### src/rtl/dep_pkg.sv
package dep_pkg;
  localparam logic [5:0] DEP_OPCODE = 6'b110101;

  typedef enum logic [1:0] {
    FORM_REG_SAR = 2'b00,
    FORM_REG_IMM = 2'b01,
    FORM_IMM_SAR = 2'b10,
    FORM_IMM_IMM = 2'b11
  } dep_form_e;

  typedef enum logic [2:0] {
    COND_NEVER = 3'd0,
    COND_ZERO  = 3'd1,
    COND_NEG   = 3'd2,
    COND_ODD   = 3'd3,
    COND_TRUE  = 3'd4,
    COND_NZERO = 3'd5,
    COND_NNEG  = 3'd6,
    COND_EVEN  = 3'd7
  } dep_cond_e;
endpackage

### src/rtl/dep_decode.sv
module dep_decode
  import dep_pkg::*;
#(
  parameter int DATA_W = 32,
  parameter int POS_W  = $clog2(DATA_W),
  parameter int LEN_W  = POS_W + 1
) (
  input  logic [31:0]       insn_i,
  input  logic [DATA_W-1:0] src_i,
  input  logic [POS_W-1:0]  sar_i,
  output logic              hit_o,
  output logic [4:0]        t_idx_o,
  output dep_cond_e         cond_o,
  output logic              merge_o,
  output logic [POS_W-1:0]  pos_o,
  output logic [LEN_W-1:0]  len_o,
  output logic [DATA_W-1:0] value_o
);
  localparam logic [POS_W-1:0] POS_FLIP = POS_W'(DATA_W - 1);

  dep_form_e         form;
  logic [4:0]        imm_raw;
  logic [4:0]        imm_tc;
  logic [DATA_W-1:0] imm_ext;

  assign hit_o   = insn_i[31:26] == DEP_OPCODE;
  assign t_idx_o = insn_i[25:21];
  assign cond_o  = dep_cond_e'(insn_i[15:13]);
  assign merge_o = insn_i[10];
  assign form    = dep_form_e'(insn_i[12:11]);

  // sign sits in the lowest immediate bit
  assign imm_raw = insn_i[20:16];
  assign imm_tc  = {imm_raw[0], imm_raw[4:1]};
  assign imm_ext = {{(DATA_W-5){imm_tc[4]}}, imm_tc};

  always_comb begin
    value_o = src_i;
    pos_o   = sar_i ^ POS_FLIP;
    unique case (form)
      FORM_REG_SAR: begin value_o = src_i;   pos_o = sar_i ^ POS_FLIP;    end
      FORM_REG_IMM: begin value_o = src_i;   pos_o = POS_W'(insn_i[9:5]); end
      FORM_IMM_SAR: begin value_o = imm_ext; pos_o = sar_i ^ POS_FLIP;    end
      FORM_IMM_IMM: begin value_o = imm_ext; pos_o = POS_W'(insn_i[9:5]); end
      default: ;
    endcase
  end

  assign len_o = LEN_W'(DATA_W) - LEN_W'(insn_i[4:0]);
endmodule

### src/rtl/dep_mask_gen.sv
module dep_mask_gen #(
  parameter int DATA_W = 32,
  parameter int POS_W  = $clog2(DATA_W),
  parameter int LEN_W  = POS_W + 1
) (
  input  logic [POS_W-1:0]  pos_i,
  input  logic [LEN_W-1:0]  len_i,
  output logic [DATA_W-1:0] mask_o
);
  localparam int END_W = LEN_W + 1;

  logic [END_W-1:0] field_end;
  assign field_end = END_W'(pos_i) + END_W'(len_i);

  // bits at or above the word edge simply do not exist: implicit clamp
  for (genvar k = 0; k < DATA_W; k++) begin : g_bit
    assign mask_o[k] = (END_W'(k) >= END_W'(pos_i)) && (END_W'(k) < field_end);
  end
endmodule

### src/rtl/dep_cond.sv
module dep_cond
  import dep_pkg::*;
#(
  parameter int DATA_W = 32
) (
  input  dep_cond_e         cond_i,
  input  logic [DATA_W-1:0] word_i,
  output logic              true_o
);
  logic is_zero, is_neg, is_odd;

  assign is_zero = ~|word_i;
  assign is_neg  = word_i[DATA_W-1];
  assign is_odd  = word_i[0];

  always_comb begin
    unique case (cond_i)
      COND_NEVER: true_o = 1'b0;
      COND_ZERO:  true_o = is_zero;
      COND_NEG:   true_o = is_neg;
      COND_ODD:   true_o = is_odd;
      COND_TRUE:  true_o = 1'b1;
      COND_NZERO: true_o = ~is_zero;
      COND_NNEG:  true_o = ~is_neg;
      COND_EVEN:  true_o = ~is_odd;
      default:    true_o = 1'b0;
    endcase
  end
endmodule

### src/rtl/bit_deposit_unit.sv
module bit_deposit_unit
  import dep_pkg::*;
#(
  parameter int DATA_W = 32
) (
  input  logic              clk_i,
  input  logic              rst_ni,
  input  logic              valid_i,
  input  logic [31:0]       insn_i,
  input  logic [DATA_W-1:0] src_i,
  input  logic [DATA_W-1:0] tgt_i,
  input  logic [4:0]        sar_i,
  output logic              wr_en_o,
  output logic [4:0]        tgt_idx_o,
  output logic [DATA_W-1:0] result_o,
  output logic              nullify_o
);
  localparam int POS_W = $clog2(DATA_W);
  localparam int LEN_W = POS_W + 1;

  logic              hit, merge, cond_true, accept;
  logic [4:0]        t_idx;
  dep_cond_e         cond;
  logic [POS_W-1:0]  pos;
  logic [LEN_W-1:0]  len;
  logic [DATA_W-1:0] value, mask, placed, base, merged;

  dep_decode #(.DATA_W(DATA_W), .POS_W(POS_W), .LEN_W(LEN_W)) u_decode (
    .insn_i  (insn_i),
    .src_i   (src_i),
    .sar_i   (POS_W'(sar_i)),
    .hit_o   (hit),
    .t_idx_o (t_idx),
    .cond_o  (cond),
    .merge_o (merge),
    .pos_o   (pos),
    .len_o   (len),
    .value_o (value)
  );

  dep_mask_gen #(.DATA_W(DATA_W), .POS_W(POS_W), .LEN_W(LEN_W)) u_mask (
    .pos_i  (pos),
    .len_i  (len),
    .mask_o (mask)
  );

  assign placed = value << pos;
  assign base   = merge ? tgt_i : '0;
  assign merged = (placed & mask) | (base & ~mask);
  assign accept = valid_i & hit;

  dep_cond #(.DATA_W(DATA_W)) u_cond (
    .cond_i (cond),
    .word_i (merged),
    .true_o (cond_true)
  );

  always_ff @(posedge clk_i or negedge rst_ni) begin
    if (!rst_ni) begin
      wr_en_o   <= 1'b0;
      nullify_o <= 1'b0;
      tgt_idx_o <= '0;
      result_o  <= '0;
    end else begin
      wr_en_o   <= accept;
      nullify_o <= accept & cond_true;
      if (accept) begin
        tgt_idx_o <= t_idx;
        result_o  <= merged;
      end
    end
  end
endmodule

### config.mk
export PLATFORM = sky130hd
export DESIGN_NAME = bit_deposit_unit
export DESIGN_NICKNAME = d
export VERILOG_FILES = /design/src/rtl/dep_pkg.sv /design/src/rtl/dep_decode.sv /design/src/rtl/dep_mask_gen.sv /design/src/rtl/dep_cond.sv /design/src/rtl/bit_deposit_unit.sv
export SDC_FILE = /design/constraint.sdc
export NUM_CORES = 1
export LEC_CHECK = 0
export BUFFER_PORTS_ARGS = -buffer_cell sky130_fd_sc_hd__buf_2
export CORE_ASPECT_RATIO = 0.5
export CORE_MARGIN = 3
export CORE_UTILIZATION = 60
export DETAILED_ROUTE_END_ITERATION = 12
export PLACE_DENSITY_LB_ADDON = 0.1
export SYNTH_ARGS = -nofsm -noshare
export SYNTH_HDL_FRONTEND = slang
export SYNTH_HIERARCHICAL = 1
export SYNTH_SLANG_ARGS = --single-unit
### constraint.sdc
create_clock -name clk_i -period 1.8 [get_ports clk_i]
set_clock_uncertainty 0.15 [all_clocks]
set_input_delay 0.18 -clock clk_i [delete_from_list [all_inputs] [get_ports clk_i]]
set_output_delay 0.18 -clock clk_i [all_outputs]
set_load 0.1 [all_outputs]
==> results.json, run 1 <==
{
  "grt_pass1_vias": 9561,
  "rows": 24,
  "cts-htree-levels": 2,
  "syn-num-nets": 779,
  "ios": 143,
  "grt_max_degree": 45,
  "synth_seq_cells": 39,
  "yosysSeqAreaShare": 0.172,
  "grt-ovfl-total": 3,
  "syn_inst": 668,
  "synth_cell_types": 85,
  "grt_use_total": 0.736,
  "synth.avg_cell_area_sq_um": 8.49,
  "cts_root_buf": "clkbuf_16",
  "grt_pass1_wl_um": 57800,
  "cts.sinks": 39,
  "synth_ff_type": "dfrtp_1",
  "placed_cells": 1073,
  "synth_edf_count": 0,
  "cts-root-to-sink-buffers": 2,
  "haltStage": "global routing",
  "dpl.hpwl_um": 19700,
  "port-buffer-count": 142,
  "die_w_um": 144,
  "start_util": 0.634,
  "status": "aborted with a tool error",
  "gp_congestion": 1.01,
  "synth_warnings": 6,
  "first-error": "[ERROR GRT-0116] Global routing finished with congestion. Check the congestion regions in the DRC Viewer.",
  "syn_area_sq_um": 5670,
  "numCtsBuffers": 5,
  "synthArstFlopShare": 1.00,
  "die_h_um": 74.8
}
[cells by family after synthesis]
kind of cell | count (synthesis) | share of synthesized area
AND/OR/NAND/NOR | 220 | 0.192
XOR/XNOR | 6 | 0.00926
buffers and inverters | 102 | 0.0981
flip-flops | 39 | 0.172
multiplexers | 102 | 0.278
AO/OA/AOI/OAI | 192 | 0.234
adder cells (fa/ha/maj) | 7 | 0.0168
[synthesized netlist by cell type, drive strengths merged (9+ instances only)]
| master | n | share of area |
|---|---|---|
| nor2 | 38 | 0.026 |
| mux2i | 29 | 0.053 |
| nand2b | 10 | 0.011 |
| nand3b | 9 | 0.012 |
| dfrtp | 39 | 0.17 |
| nand2 | 96 | 0.065 |
| inv | 38 | 0.025 |
| mux2 | 34 | 0.069 |
| a221oi | 11 | 0.021 |
| buf | 43 | 0.057 |
| a31oi | 18 | 0.021 |
| o22a | 9 | 0.014 |
| clkbuf | 19 | 0.013 |
| mux4 | 39 | 0.16 |
| a21oi | 30 | 0.026 |
| nand3 | 16 | 0.014 |
| o21ai | 55 | 0.049 |
[timing repair]
| item | CTS |
|---|---|
| hold endpoints to repair | 43 |
| buffers inserted | 15 |
| endpoints found under the setup margin | 33 |
| gates resized for setup | 81 |
| pin swaps | 20 |
| hold buffers | 5 |
[through the flow]
stage | worst slack (ns) | hold WS, ns | area (sq um) | utilization
after floorplan | -1.69 | -0.266 | 5810 | -
after global placement | -2.17 | 0.114 | 7880 | 0.880
after detailed placement | -2.42 | 0.126 | 7880 | 0.880
after CTS | -1.92 | 0.000949 | 8630 | 0.964
[routing by layer]
| metal | track usage | overflow |
|---|---|---|
| met1 | 0.699 | 0 |
| met2 | 0.896 | 1 |
| met3 | 0.673 | 0 |
| met4 | 0.699 | 2 |
| met5 | 0.390 | 0 |
==> inputs of run 2 (changes only) <==
--- a/config.mk
+++ b/config.mk
@@ -6,11 +6,10 @@
 export NUM_CORES = 1
 export LEC_CHECK = 0
 export BUFFER_PORTS_ARGS = -buffer_cell sky130_fd_sc_hd__buf_2
-export CORE_ASPECT_RATIO = 0.5
 export CORE_MARGIN = 3
-export CORE_UTILIZATION = 60
+export CORE_UTILIZATION = 40
 export DETAILED_ROUTE_END_ITERATION = 12
-export PLACE_DENSITY_LB_ADDON = 0.1
+export PLACE_DENSITY_LB_ADDON = 0.15
 export SYNTH_ARGS = -nofsm -noshare
 export SYNTH_HDL_FRONTEND = slang
 export SYNTH_HIERARCHICAL = 1
==> run 2 against run 1 <==
  * The flow now finishes, with violations (negative setup slack)
  * Synthesized cell count unchanged
  * Synthesized area unchanged
==> results.json, run 2 <==
{
  "status": "finished, violations left",
  "violations": "negative setup slack",
  "fin_ws_ns": -1.90,
  "grt_max_degree": 46,
  "cts_root_buf": "clkbuf_16",
  "syn_area_sq_um": 5670,
  "totalPowerFinal_mw": 7.73,
  "critPathMaxFanout": 8,
  "period_share": 2.06,
  "core_area_sq_um": 13600,
  "drc": 0,
  "fmax_mhz": 270,
  "synth.most_common_cell": "nand2_1",
  "dpl.hpwl_um": 19100,
  "p_per_area_nw_per_um2": 828,
  "grt_use_total": 0.307,
  "area_growth_pct": 64.4,
  "grt-ovfl-total": 0,
  "grt_pass1_vias": 6897,
  "die_w_um": 125,
  "drt-wirelength-per-cell_um": 21.7,
  "synthArstFlopShare": 1.00,
  "synthTopCellsByCount": "95 x nand2_1, 45 x o21ai_0, 39 x dfrtp_1",
  "n_antenna_cell": 0,
  "multi_input_comb_area_sq_um": 4960,
  "die_h_um": 125,
  "ios": 143,
  "final_common_cell": "buf_4",
  "cp.arrival_ns": 3.79,
  "min_from": "insn_i[27]",
  "setup_viol": 33,
  "postRouteAntennaNets": 0,
  "synth_ff_type": "dfrtp_1",
  "yosysSeqAreaShare": 0.172,
  "synth_top_area_frac": 0.172,
  "drt_first_pass_iters": 5,
  "grt_pass1_wl_um": 38700,
  "numCtsBuffers": 5,
  "cts-htree-levels": 2,
  "clock_latency_ns": 0.29,
  "post-place-ws_ns": -2.36,
  "drive_above_1_share": 0.583,
  "peakVddDrop_mv": 0.690,
  "worstPathRequired_ns": 1.88,
  "n_fill_cell": 1098,
  "synth_area_leader_cell": "dfrtp_1",
  "synth_cell_types": 85,
  "postRouteWirelength_um": 25500,
  "hold_viol_final": 0,
  "syn-num-nets": 779,
  "synth_edf_count": 0,
  "start_util": 0.419,
  "holdCritPathClass": "in -> reg",
  "via_per_inst": 5.92,
  "mostFrequentLayoutCells": "192 x buf_4, 140 x buf_2, 87 x nand2_1",
  "min_period_ns": 3.70,
  "timing.slew.headroom": 0.490,
  "die-area_sq_um": 15700,
  "clk_pin_slew_ns": 0.06,
  "min_to": "nullify_o",
  "largest_reg_flops": 32,
  "tightest_slew_ns": 0.757,
  "r2r_slack_ns": 0.86,
  "tritoncts": "yes",
  "cts.sinks": 39,
  "gp_congestion": 1.02,
  "fin_nets": 1112,
  "path_class": "in -> reg",
  "vias": 6962,
  "endpoint_kind": "flip-flop",
  "top_register": "result_o",
  "port-buffer-count": 142,
  "antenna_found_initial": 0,
  "synth_seq_cells": 39,
  "regArea_sq_um": 976,
  "min_path_cells": 3,
  "syn_inst": 668,
  "r2r-end": "result_o[11]",
  "rows": 42,
  "synth.avg_cell_area_sq_um": 8.49,
  "rsz0062_at_grt": "yes",
  "r2r-start": "result_o[11]",
  "cap_violations": 0,
  "cts-root-to-sink-buffers": 2,
  "slew_violations": 0,
  "synth_warnings": 6,
  "leakage_nw": 4.34,
  "ys_top_cells_by_area": "dfrtp_1 17%, mux4_2 15%, nand2_1 6.3%",
  "top_regs": "result_o (32), tgt_idx_o (5)",
  "r2r.worst_path.cells": 1,
  "drtIter0Drc": 531,
  "crit_path_start_kind": "input port"
}
==> run 2: metrics by stage <==
step / util / setup TNS (ns) / std cells / area [sq um] / hold WS [ns]
after floorplan: - / -32.36 / 668 / 5810 / -0.266
after global placement: 0.587 / -49.33 / 1132 / 7950 / 0.107
after detailed placement: 0.587 / -51.67 / 1132 / 7950 / 0.123
after CTS: 0.658 / -37.90 / 1172 / 8920 / 0.0342
after global routing: 0.688 / -42.03 / 1177 / 9330 / 0.0495
final: 0.688 / -39.12 / 1177 / 9330 / 0.0318
==> run 2: worst max-delay path by stage <==
stage / start / endpoint / slack [ns] / depth (start not counted)
global route: insn_i[0] / nullify_o / -2.04 / 21
detailed placement: insn_i[0] / nullify_o / -2.36 / 20
global placement: insn_i[0] / nullify_o / -2.35 / 20
floorplan: insn_i[11] / nullify_o / -1.69 / 20
CTS: insn_i[0] / nullify_o / -1.84 / 21
finish: insn_i[1] / nullify_o / -1.90 / 21
==> run 2: worst max-delay path, stage by stage <==
cell and delay (ns):
buf_8 0.09, inv_6 0.03, ha_4 0.15, nor3b_4 0.14, xnor2_1 0.13, ha_1 0.31
nand2_2 0.08, or3b_4 0.40, a22oi_2 0.19, buf_6 0.15, nor2_4 0.07, buf_6 0.14
a221oi_4 0.30, nand3b_1 0.20, nand2_2 0.09, nor4_4 0.32, buf_4 0.16, nand3_2 0.10
o31ai_4 0.24, xor2_1 0.15, and3_1 0.16
==> run 2: kinds of logic after synthesis <==
kind of cell               share of synthesized area
buffers and inverters                         0.0981
and+or+nand+nor                                0.192
adders and majority gates                     0.0168
DFF                                            0.172
muxes                                          0.278
AOI/OAI and AO/OA                              0.234
xor gates and xnor gates                     0.00926
==> run 2: report_power, final <==
group,internal (mW),leakage (nW),switching [mW]
Clock,0.542,0.0727,0.377
Combinational,2.43,3.75,3.31
Sequential,1.00,0.522,0.0744
Total,3.97,4.34,3.76
==> run 2: area by class of cell <==
cell class | count | share of cell area
Timing Repair Buffer | 389 | 0.308
Inverter | 39 | 0.0176
Clock buffer | 6 | 0.0149
Tap cell | 176 | 0.0236
Sequential cell | 39 | 0.105
Multi-Input combinational cell | 527 | 0.531
Clock inverter | 1 | 0.000536
==> run 2: timing repair <==
action,CTS,global route
endpoints found under the hold margin,45,0
cloned,0,1
pin swaps,27,25
endpoints found under the setup margin,33,33
setup buffers,30,10
resized for setup,118,68
hold buffers,7,0
==> run 2: per-layer routing <==
metal	vias to the layer above	wire length [um]	global-route usage
li1	3165	-	-
met1	3420	10700	0.422
met2	322	12400	0.523
met3	55	1800	0.0367
met4	0	639	0.0657
met5	-	0	0
No activity file was read; power rests on OpenSTA's default activity.
==> inputs of run 3 (changes only) <==
--- a/config.mk
+++ b/config.mk
@@ -5,7 +5,10 @@
 export SDC_FILE = /design/constraint.sdc
 export NUM_CORES = 1
 export LEC_CHECK = 0
+export ABC_CLOCK_PERIOD_IN_PS = 1800
 export BUFFER_PORTS_ARGS = -buffer_cell sky130_fd_sc_hd__buf_2
+export CELL_PAD_IN_SITES_DETAIL_PLACEMENT = 1
+export CELL_PAD_IN_SITES_GLOBAL_PLACEMENT = 1
 export CORE_MARGIN = 3
 export CORE_UTILIZATION = 40
 export DETAILED_ROUTE_END_ITERATION = 12
==> run 3 against run 2 <==
  * The flow still finishes with violations (negative setup slack)
  * Sequential share of layout area down 0.20 points
  * Via count rose by 18%
  * Die area stayed put
  * Global-route usage increased by 8.5 points
  * Fmax is 11% lower
  * Clock-buffer cell count decreased by 1
  * Core utilization grew 1.4 points
  * Critical path type unchanged
==> results.json, run 3 (synthesis results as in run 2) <==
{
  "rsz0062_at_grt": "yes",
  "setup_viol": 33,
  "largest_reg_flops": 32,
  "postRouteAntennaNets": 0,
  "grt_max_degree": 45,
  "port-buffer-count": 142,
  "mostFrequentLayoutCells": "214 x buf_4, 138 x buf_2, 85 x nand2_1",
  "holdCritPathClass": "in -> reg",
  "start_util": 0.419,
  "grt_pass1_vias": 8212,
  "period_share": 2.32,
  "top_register": "result_o",
  "postRouteWirelength_um": 38700,
  "antenna_found_initial": 1,
  "grt_pass1_wl_um": 48400,
  "fin_ws_ns": -2.38,
  "clock_latency_ns": 0.28,
  "p_per_area_nw_per_um2": 891,
  "drive_above_1_share": 0.605,
  "leakage_nw": 4.40,
  "ios": 143,
  "critical-path-slowest-cell": "a2111oi_4",
  "endpoint_kind": "flip-flop",
  "crit_path_start_kind": "input port",
  "detailed_place.area_sq_um": 7940,
  "cp_common_cell": "buf_4",
  "grt-ovfl-total": 0,
  "tightest_slew_ns": 0.717,
  "drt_first_pass_iters": 5,
  "cp.arrival_ns": 4.26,
  "rows": 42,
  "slew_violations": 0,
  "die_w_um": 125,
  "die-area_sq_um": 15700,
  "final_area_sq_um": 9510,
  "peakVddDrop_mv": 0.800,
  "fin_nets": 1120,
  "gp_congestion": 1.02,
  "cts_root_buf": "clkbuf_16",
  "cts.sinks": 39,
  "status": "finished, violations left",
  "critPathTopFamily": "compound AO/OA/AOI/OAI gates",
  "critPathMaxFanout": 8,
  "final_common_cell": "buf_4",
  "post-place-ws_ns": -2.59,
  "dpl.hpwl_um": 21600,
  "slowest_delay_ns": 0.56,
  "cts-htree-levels": 2,
  "clk_pin_slew_ns": 0.07,
  "tritoncts": "yes",
  "drt-wirelength-per-cell_um": 32.6,
  "timing.slew.headroom": 0.522,
  "min_period_ns": 4.18,
  "via_per_inst": 6.92,
  "crit_chain": "buf_6, buf_4, o21ai_4, ha_1, a21oi_1, or3b_4, a22oi_2, buf_6, nor3_4, buf_4, a2111oi_4, buf_4, o22ai_4, nor4b_2, nand4_1, o31ai_2, xor2_1, and3_1",
  "core_area_sq_um": 13600,
  "area_growth_pct": 67.7,
  "cts-root-to-sink-buffers": 2,
  "drtIter0Drc": 953,
  "path_buf_inv": 5,
  "path_class": "in -> reg",
  "fmax_mhz": 239,
  "drc": 0,
  "vias": 8217,
  "hold_viol_final": 0,
  "numCtsBuffers": 5,
  "worstPathRequired_ns": 1.88,
  "cap_violations": 0,
  "top_regs": "result_o (32), tgt_idx_o (5)",
  "grt_use_total": 0.392,
  "violations": "negative setup slack",
  "die_h_um": 125
}
[run 3: changes by cell type in the layout (fill, tap and decap cells not counted), sizes merged]
cell / change
buf: +10
clkbuf: -2
bufinv: +1
clkinv: +1
diode: +1
dlygate4sd3: -1
[run 3: final timing paths]
kind                              startpoint           end  slack (ns)  cells past startpoint
worst max register to register   result_o[7]   result_o[7]        0.77                      1
worst min-delay path                 valid_i     nullify_o        0.03                      2
worst max-delay path              insn_i[11]     nullify_o       -2.38                     18
min in group asynchronous             rst_ni  result_o[10]        0.39                      3
worst min register to register  tgt_idx_o[3]  tgt_idx_o[3]        0.35                      2
max in group asynchronous             rst_ni  result_o[18]        0.72                      3
[run 3: area by class of cell]
class	count	area [sq um]
Antenna cell	1	2.50
Clock buffer	5	125
Clock inverter	3	43.8
Fill cell	1507	4040
Inverter	39	164
Multi-Input combinational cell	527	5160
Sequential cell	39	976
Tap cell	176	220
Timing Repair Buffer	397	2820
[run 3: power by group]
| group | switching [mW] | total (mW) | leakage (nW) | internal, mW |
|---|---|---|---|---|
| sequential | 0.0935 | 1.09 | 0.522 | 1.00 |
| clock | 0.437 | 1.09 | 0.0838 | 0.656 |
| combinational | 3.86 | 6.29 | 3.80 | 2.43 |
| total | 4.39 | 8.48 | 4.40 | 4.09 |
[run 3: per-stage QoR]
step | total power, mW | std cells | util | setup TNS, ns | hold WS, ns
6_report | 8.48 | 1187 | 0.702 | -45.98 | 0.0252
5_1_grt | 8.64 | 1187 | 0.702 | -47.49 | 0.0423
4_1_cts | 7.48 | 1177 | 0.669 | -37.78 | 0.0254
3_5_place_dp | 5.69 | 1135 | 0.585 | -57.61 | 0.122
3_3_place_gp | 5.58 | 1135 | 0.585 | -56.10 | 0.101
2_1_floorplan | 3.90 | 668 | - | -32.36 | -0.266
[run 3: metal layers]
metal / part of all wire / GRT usage / routed length (um)
met5: 0 / 0 / 0
met4: 0.097 / 0.198 / 3760
met3: 0.10 / 0.0832 / 3860
met2: 0.47 / 0.692 / 18100
met1: 0.33 / 0.447 / 12900
[run 3: what timing repair did]
| item | in CTS | in global routing |
|---|---|---|
| hold buffers | 6 | 0 |
| pin swaps | 36 | 53 |
| setup buffers | 29 | 22 |
| resized for setup | 136 | 73 |
| endpoints found under the setup margin | 33 | 33 |
| hold endpoints to repair | 44 | 0 |
